==> src/rtl/blend_pkg.sv <==
`timescale 1ns/1ps
// Package: shared mode codes for the alpha blender.
// Assumes a 2-bit mode field; code 2'b11 is an alias of pre-multiplied.
package blend_pkg;
    typedef enum logic [1:0] {
        BM_IGNORE    = 2'b00,
        BM_PREMUL    = 2'b01,
        BM_STRAIGHT  = 2'b10,
        BM_PREMUL_B  = 2'b11
    } blend_mode_e;
endpackage

==> src/rtl/blend_scale.sv <==
`timescale 1ns/1ps
// blend_scale: combinational y = round(a*b / MAX) with MAX = 2**CW - 1.
// Assumes both operands are at most MAX; the fold-and-shift form is exact there.
module blend_scale #(
    parameter int CW = 8
) (
    input  logic [CW-1:0] a,
    input  logic [CW-1:0] b,
    output logic [CW-1:0] y
);
    localparam int PW   = 2 * CW + 1;
    localparam int HALF = 1 << (CW - 1);

    logic [PW-1:0] prod, biased, folded;

    // Product, rounding bias, then divide by MAX as (t + t>>CW) >> CW.
    always_comb begin
        prod   = PW'(a) * PW'(b);
        biased = prod + PW'(HALF);
        folded = biased + (biased >> CW);
        y      = folded[2*CW-1:CW];
    end
endmodule

==> src/rtl/blend_cfg_shadow.sv <==
`timescale 1ns/1ps
// blend_cfg_shadow: holds the active blend settings. The mode code is decoded
// into an alpha-source select and a pre-multiplied flag. New values are
// loaded only when frame_start is high. Reset gives pre-multiplied, alpha = MAX.
module blend_cfg_shadow
    import blend_pkg::*;
#(
    parameter int CW = 8
) (
    input  logic          clk,
    input  logic          rst_n,
    input  logic          frame_start,
    input  logic [1:0]    mode_in,
    input  logic [CW-1:0] alpha_in,
    output logic          per_pixel,
    output logic          premul,
    output logic [CW-1:0] plane_a
);
    localparam logic [CW-1:0] AMAX = '1;

    logic pp_d, pm_d;

    // Decode the mode code into the two internal controls.
    always_comb begin
        case (blend_mode_e'(mode_in))
            BM_IGNORE:   begin pp_d = 1'b0; pm_d = 1'b0; end
            BM_STRAIGHT: begin pp_d = 1'b1; pm_d = 1'b0; end
            default:     begin pp_d = 1'b1; pm_d = 1'b1; end
        endcase
    end

    // Load the staged settings on the frame strobe only.
    always_ff @(posedge clk) begin
        if (!rst_n) begin
            per_pixel <= 1'b1;
            premul    <= 1'b1;
            plane_a   <= AMAX;
        end else if (frame_start) begin
            per_pixel <= pp_d;
            premul    <= pm_d;
            plane_a   <= alpha_in;
        end
    end


    reset_default_chk: assert property (@(posedge clk)
        $rose(rst_n) |-> (per_pixel && premul && plane_a == AMAX));


    settings_hold_chk: assert property (@(posedge clk) disable iff (!rst_n)
        !frame_start |=> ($stable(per_pixel) && $stable(premul) && $stable(plane_a)));
endmodule

==> src/rtl/blend_alpha_front.sv <==
`timescale 1ns/1ps
// blend_alpha_front: pipeline stage 1. Forms the effective alpha (plane alpha,
// or plane alpha times pixel alpha) and the foreground colour scale
// (plane alpha if the colour is already pre-multiplied, else the effective alpha).
// Assumes a shared stall enable for the whole pipeline.
module blend_alpha_front #(
    parameter int CW = 8
) (
    input  logic          clk,
    input  logic          rst_n,
    input  logic          en,
    input  logic          per_pixel,
    input  logic          premul,
    input  logic [CW-1:0] plane_a,
    input  logic [CW-1:0] fg_a,
    output logic [CW-1:0] eff_a_q,
    output logic [CW-1:0] fg_scale_q
);
    logic [CW-1:0] joint_a, eff_a_d, fg_scale_d;

    blend_scale #(.CW(CW)) u_joint (.a(plane_a), .b(fg_a), .y(joint_a));

    // Choose the alpha source and the foreground scale.
    always_comb begin
        eff_a_d    = per_pixel ? joint_a : plane_a;
        fg_scale_d = premul ? plane_a : eff_a_d;
    end

    // Register stage 1 when the pipeline advances.
    always_ff @(posedge clk) begin
        if (!rst_n) begin
            eff_a_q    <= '0;
            fg_scale_q <= '0;
        end else if (en) begin
            eff_a_q    <= eff_a_d;
            fg_scale_q <= fg_scale_d;
        end
    end


    global_only_chk: assert property (@(posedge clk) disable iff (!rst_n)
        (en && !per_pixel) |=> (eff_a_q == $past(plane_a)));
endmodule

==> src/rtl/blend_channel.sv <==
`timescale 1ns/1ps
// blend_channel: pipeline stages 2 and 3 for one colour channel.
// Stage 2 scales the foreground and background terms; stage 3 adds them
// and saturates at MAX. Assumes the same stall enable as stage 1.
module blend_channel #(
    parameter int CW = 8
) (
    input  logic          clk,
    input  logic          rst_n,
    input  logic          en,
    input  logic [CW-1:0] eff_a,
    input  logic [CW-1:0] fg_scale,
    input  logic [CW-1:0] fg_c,
    input  logic [CW-1:0] bg_c,
    output logic [CW-1:0] y_q
);
    localparam logic [CW-1:0] AMAX = '1;

    logic [CW-1:0] fg_term, bg_term, fg_term_q, bg_term_q, inv_a;
    logic [CW:0]   sum;

    assign inv_a = AMAX - eff_a;

    blend_scale #(.CW(CW)) u_fg (.a(fg_scale), .b(fg_c), .y(fg_term));
    blend_scale #(.CW(CW)) u_bg (.a(inv_a),    .b(bg_c), .y(bg_term));

    assign sum = {1'b0, fg_term_q} + {1'b0, bg_term_q};

    // Stage 2: hold the two scaled terms.
    always_ff @(posedge clk) begin
        if (!rst_n) begin
            fg_term_q <= '0;
            bg_term_q <= '0;
        end else if (en) begin
            fg_term_q <= fg_term;
            bg_term_q <= bg_term;
        end
    end

    // Stage 3: sum with saturation.
    always_ff @(posedge clk) begin
        if (!rst_n)  y_q <= '0;
        else if (en) y_q <= sum[CW] ? AMAX : sum[CW-1:0];
    end
endmodule

==> src/rtl/alpha_blend_stage.sv <==
`timescale 1ns/1ps
// alpha_blend_stage: top of the two-layer blender. A three-stage pipeline
// with one shared enable, so a stalled output freezes every stage and no
// data is dropped. Assumes ARGB words of 4*CW bits with alpha in the top CW.
module alpha_blend_stage #(
    parameter int CW = 8
) (
    input  logic            clk,
    input  logic            rst_n,
    input  logic            frame_start,
    input  logic [1:0]      mode_sel,
    input  logic [CW-1:0]   plane_alpha,
    input  logic            in_valid,
    output logic            in_ready,
    input  logic [4*CW-1:0] fg_argb,
    input  logic [4*CW-1:0] bg_argb,
    output logic            out_valid,
    input  logic            out_ready,
    output logic [4*CW-1:0] out_argb
);
    localparam int STAGES = 3;
    localparam int NCH    = 3;
    localparam logic [CW-1:0] AMAX = '1;

    logic              adv;
    logic [STAGES-1:0] vld;
    logic              cfg_pp, cfg_pm;
    logic [CW-1:0]     cfg_pa, eff_a_q, fg_scale_q;
    logic [NCH*CW-1:0] fg_rgb_q, bg_rgb_q, rgb_out;

    assign adv       = !vld[STAGES-1] || out_ready;
    assign in_ready  = adv;
    assign out_valid = vld[STAGES-1];
    assign out_argb  = {AMAX, rgb_out};

    blend_cfg_shadow #(.CW(CW)) u_cfg (
        .clk(clk), .rst_n(rst_n), .frame_start(frame_start),
        .mode_in(mode_sel), .alpha_in(plane_alpha),
        .per_pixel(cfg_pp), .premul(cfg_pm), .plane_a(cfg_pa)
    );

    blend_alpha_front #(.CW(CW)) u_front (
        .clk(clk), .rst_n(rst_n), .en(adv),
        .per_pixel(cfg_pp), .premul(cfg_pm), .plane_a(cfg_pa),
        .fg_a(fg_argb[4*CW-1:3*CW]),
        .eff_a_q(eff_a_q), .fg_scale_q(fg_scale_q)
    );

    // Valid bits travel alongside the data stages.
    always_ff @(posedge clk) begin
        if (!rst_n)   vld <= '0;
        else if (adv) vld <= {vld[STAGES-2:0], in_valid};
    end

    // Stage 1 colour capture.
    always_ff @(posedge clk) begin
        if (!rst_n) begin
            fg_rgb_q <= '0;
            bg_rgb_q <= '0;
        end else if (adv) begin
            fg_rgb_q <= fg_argb[NCH*CW-1:0];
            bg_rgb_q <= bg_argb[NCH*CW-1:0];
        end
    end

    for (genvar ch = 0; ch < NCH; ch++) begin : g_ch
        blend_channel #(.CW(CW)) u_chan (
            .clk(clk), .rst_n(rst_n), .en(adv),
            .eff_a(eff_a_q), .fg_scale(fg_scale_q),
            .fg_c(fg_rgb_q[ch*CW +: CW]), .bg_c(bg_rgb_q[ch*CW +: CW]),
            .y_q(rgb_out[ch*CW +: CW])
        );
    end


    stall_hold_chk: assert property (@(posedge clk) disable iff (!rst_n)
        (out_valid && !out_ready) |=> (out_valid && $stable(out_argb)));


    accept_enters_chk: assert property (@(posedge clk) disable iff (!rst_n)
        (in_valid && in_ready) |=> vld[0]);
endmodule

==> config.mk <==
export PLATFORM = sky130hd
export DESIGN_NAME = alpha_blend_stage
export DESIGN_NICKNAME = d
export VERILOG_FILES = /design/src/rtl/blend_pkg.sv /design/src/rtl/blend_scale.sv /design/src/rtl/blend_cfg_shadow.sv /design/src/rtl/blend_alpha_front.sv /design/src/rtl/blend_channel.sv /design/src/rtl/alpha_blend_stage.sv
export SDC_FILE = /design/constraint.sdc
export NUM_CORES = 1
export LEC_CHECK = 0
export ABC_AREA = 1
export BUFFER_PORTS_ARGS = -buffer_cell sky130_fd_sc_hd__buf_2
export CORE_ASPECT_RATIO = 0.8
export CORE_UTILIZATION = 56
export DETAILED_ROUTE_END_ITERATION = 7
export PLACE_DENSITY = 0.74
export SYNTH_ARGS = -nofsm -noshare
export SYNTH_HDL_FRONTEND = slang
export SYNTH_SLANG_ARGS = --single-unit
==> constraint.sdc <==
create_clock -name clk -period 18.1 [get_ports clk]
set_clock_uncertainty 0.05 [all_clocks]
set_input_delay 0.905 -clock clk [delete_from_list [all_inputs] [get_ports clk]]
set_output_delay 0.905 -clock clk [all_outputs]
set_load 0.01 [all_outputs]
==> metrics.md <==
| Metric | Value |
|---|---|
| Hold EP | `vld[1]$_SDFFE_PN0P_` |
| Vias in the first global route | `just over 20k` |
| Slew Limit Fails | `0` |
| GRT Util Overall | `0.263` |
| Synth top area share | `0.211` |
| Fillers | `around 4.0k` |
| Register Area | `approximately 0.0030 mm^2` |
| CTS root buffer | `clkbuf_16` |
| Hold slack | `0.425 ns` |
| Startpoint Class | `flip-flop` |
| Hold path start | `vld[1]$_SDFFE_PN0P_` |
| Gr ovfl total | `0` |
| H-tree depth | `4` |
| CTS Hold Buffers Added | `0` |
| Critical Setup Path Class | `flip-flop to flip-flop` |
| CP endpoint kind | `flip-flop` |
| CP most frequent cell | `nand2_1` |
| Row count | `just under 70` |
| Crit path max-delay cell type | `dfxtp_1` |
| Worst-margin pin slew | `1.02 ns` |
| Clock Sinks | `149` |
| Synthesized instance count | `3505` |
| Setup bufs post-CTS | `0` |
| Reg2reg path depth | `30` |
| Via count | `21.0k` |
| Hold path cells | `2` |
| Core area | `between 0.04 and 0.05 mm^2` |
| Crit path DAT | `about 7.4 ns` |
| Fmax | `between 100 and 150 MHz` |
| Fin crit share | `0.395` |
| Die Span Y | `approximately 190 um` |
| DR WL met2 | `24900 um` |
| Post-synth cell types | `52` |
| GP Congestion | `a little over 0.9` |
| Initial drt markers | `~1.4k` |
| Antenna violations before repair | `0` |
| Synthesized area per cell | `7.08 um^2` |
| Leading cell types by count after synthesis | `inv_1, nand2_1, ha_1, nor2_1, fa_1` |
| Placed cell areas | `0.0256 mm^2` |
| N_diodes | `0` |
| Sum of negative setup slack | `0 ns` |
| Die area | `0.0452 mm^2` |
| Final ANT Viol Nets | `0` |
| First-pass GRT wire length | `between 90000 and 100000 um` |
| DRC Markers | `0` |
| Die width | `237 um` |
| Minimum clock period | `between 7 and 8 ns` |
| Reg2reg setup slack | `10.96 ns` |
| Yosys Warn Count | `0` |
| Synth top area cells | `fa_1, ha_1, inv_1` |
| CP Max Fanout | `20` |
| # setup viols final | `0` |
| Post-synthesis cell area | `0.0248 mm^2` |
| Top sig layer | `met4` |
| Cell taking the most area after synthesis | `fa_1` |
| CP top delay family | `adder cells` |
| DRT Wirelength | `between 50000 and 60000 um` |
| Max-cap violations | `0` |
| Max-slew headroom | `0.319` |
| Detail Placement HPWL | `approximately 46000 um` |
| Worst R2R End | `g_ch[2].u_chan.bg_term_q[7]$_SDFFE_PN0P_` |
| Hold Path Class | `flip-flop to flip-flop` |
| Nets | `roughly 4.2k` |
| Dominant synthesized flop cell | `dfxtp_1` |
| Slowest stage delay, CP | `1.00 ns` |
| Post_cts resized | `0` |
| Clock transition at path regs | `0.08 ns` |
| Vias per std cell | `roughly 5` |
| Initial DRT Pass Iterations | `6` |
| Wirelength per Cell | `13.7 um` |
| Yosys reg bits | `roughly 150` |
| FFs w/ async S/R, synth | `0` |
| Count leader, synth | `inv_1` |
| TritonCTS clock tree | `done` |
| Post-synth EDFFs | `0` |
| Buf/Inv on CP | `5` |
| Startpoint of the worst register-to-register path | `u_front.eff_a_q[0]$_SDFFE_PN0P_` |
| Final Hold Vio Count | `0` |
| Wl on met1 | `approximately 27000 um` |
| I/O pin cnt | `roughly 110` |
| Largest net degree at the start of global routing | `86` |
| RSZ-0062 raised after global routing | `false` |
| CTS Buffer Depth | `2` |
| Clock latency on the worst-skew pair | `0.45 ns` |
| Area of the multi-input gates | `around 0.018 mm^2` |
| Num CTS Buffers | `17` |
| DR WL met3 | `3060 um` |
| Starting density of the core | `0.572` |
| Status | `finished, final reports clean` |
| Layout cell share with drive strength beyond 1 | `0.0579` |
| I/O Buffers | `96` |
| Critical Path RT | `around 18 ns` |
| Register area share after synthesis | `0.120` |
| Area Overhead vs Synth | `5.79%` |
| Finished layout cell area | `about 0.026 mm^2` |
-- layer usage --
metal | up-vias | track usage
met4 | 0 | 0.0588
met1 | 9843 | 0.381
li1 | 10600 | -
met2 | 449 | 0.424
met5 | - | 0
met3 | 47 | 0.0281
-- layout by cell type, fill, tap and decap left out, types with 22 or more instances in the layout --
cell type,n
a21oi_1,197
buf_2,95
dfxtp_1,149
fa_1,262
ha_1,381
inv_1,905
nand2_1,661
nand3_1,115
nor2_1,264
o21ai_0,170
xnor2_1,22
xor2_1,50
-- worst max-delay path by stage --
stage                                    start                                  endpoint  slack, ns  depth (start not counted)
6_report       u_front.eff_a_q[0]$_SDFFE_PN0P_  g_ch[2].u_chan.bg_term_q[7]$_SDFFE_PN0P_      10.96                         30
5_1_grt        u_front.eff_a_q[6]$_SDFFE_PN0P_  g_ch[2].u_chan.bg_term_q[7]$_SDFFE_PN0P_      10.36                         31
4_1_cts        u_front.eff_a_q[0]$_SDFFE_PN0P_  g_ch[2].u_chan.bg_term_q[7]$_SDFFE_PN0P_      11.00                         30
3_5_place_dp   u_front.eff_a_q[6]$_SDFFE_PN0P_  g_ch[2].u_chan.bg_term_q[7]$_SDFFE_PN0P_      11.02                         31
3_3_place_gp   u_front.eff_a_q[0]$_SDFFE_PN0P_  g_ch[2].u_chan.bg_term_q[7]$_SDFFE_PN0P_      11.08                         30
2_1_floorplan                      fg_argb[29]           u_front.eff_a_q[4]$_SDFFE_PN0P_      11.98                         35
-- worst min-delay path: stages (launching register included) --
cell,delay [ns]
dfxtp_1,0.30
inv_1,0.07
a21oi_1,0.06
-- logic make-up after synthesis --
logic type,synth area share
and+or+nand+nor,0.186
buffers and inverters,0.160
adders and majority gates,0.403
AOI/OAI and AO/OA,0.103
DFF,0.120
xor gates and xnor gates,0.0267
other,0.000151
-- final cells by class --
class / count / area share
Clock inverter: 15 / 0.00748
Tap cell: 560 / 0.0267
Clock buffer: 17 / 0.0162
Timing Repair Buffer: 114 / 0.0235
Sequential cell: 149 / 0.114
Multi-Input combinational cell: 2311 / 0.681
Inverter: 917 / 0.131
-- metrics by stage --
step / util / cells / worst slack [ns]
after floorplan: - / 3512 / 11.98
after global placement: 0.591 / 4051 / 11.08
after detailed placement: 0.591 / 4051 / 11.02
after CTS: 0.605 / 4083 / 11.00
after global routing: 0.605 / 4083 / 10.36
final: 0.605 / 4083 / 10.96
-- registers in the layout, indices dropped and copies added, names as in the netlist, 8 cells and up --
signal,cells
fg_rgb_q,24
g_ch.u_chan.y_q,24
u_cfg.plane_a,8
bg_rgb_q,24
u_front.eff_a_q,8
g_ch.u_chan.bg_term_q,24
g_ch.u_chan.fg_term_q,24
u_front.fg_scale_q,8
Power is left out: the tool's default activity adds up to more than one toggle a clock period on the data nets, which glitch-free logic cannot reach.
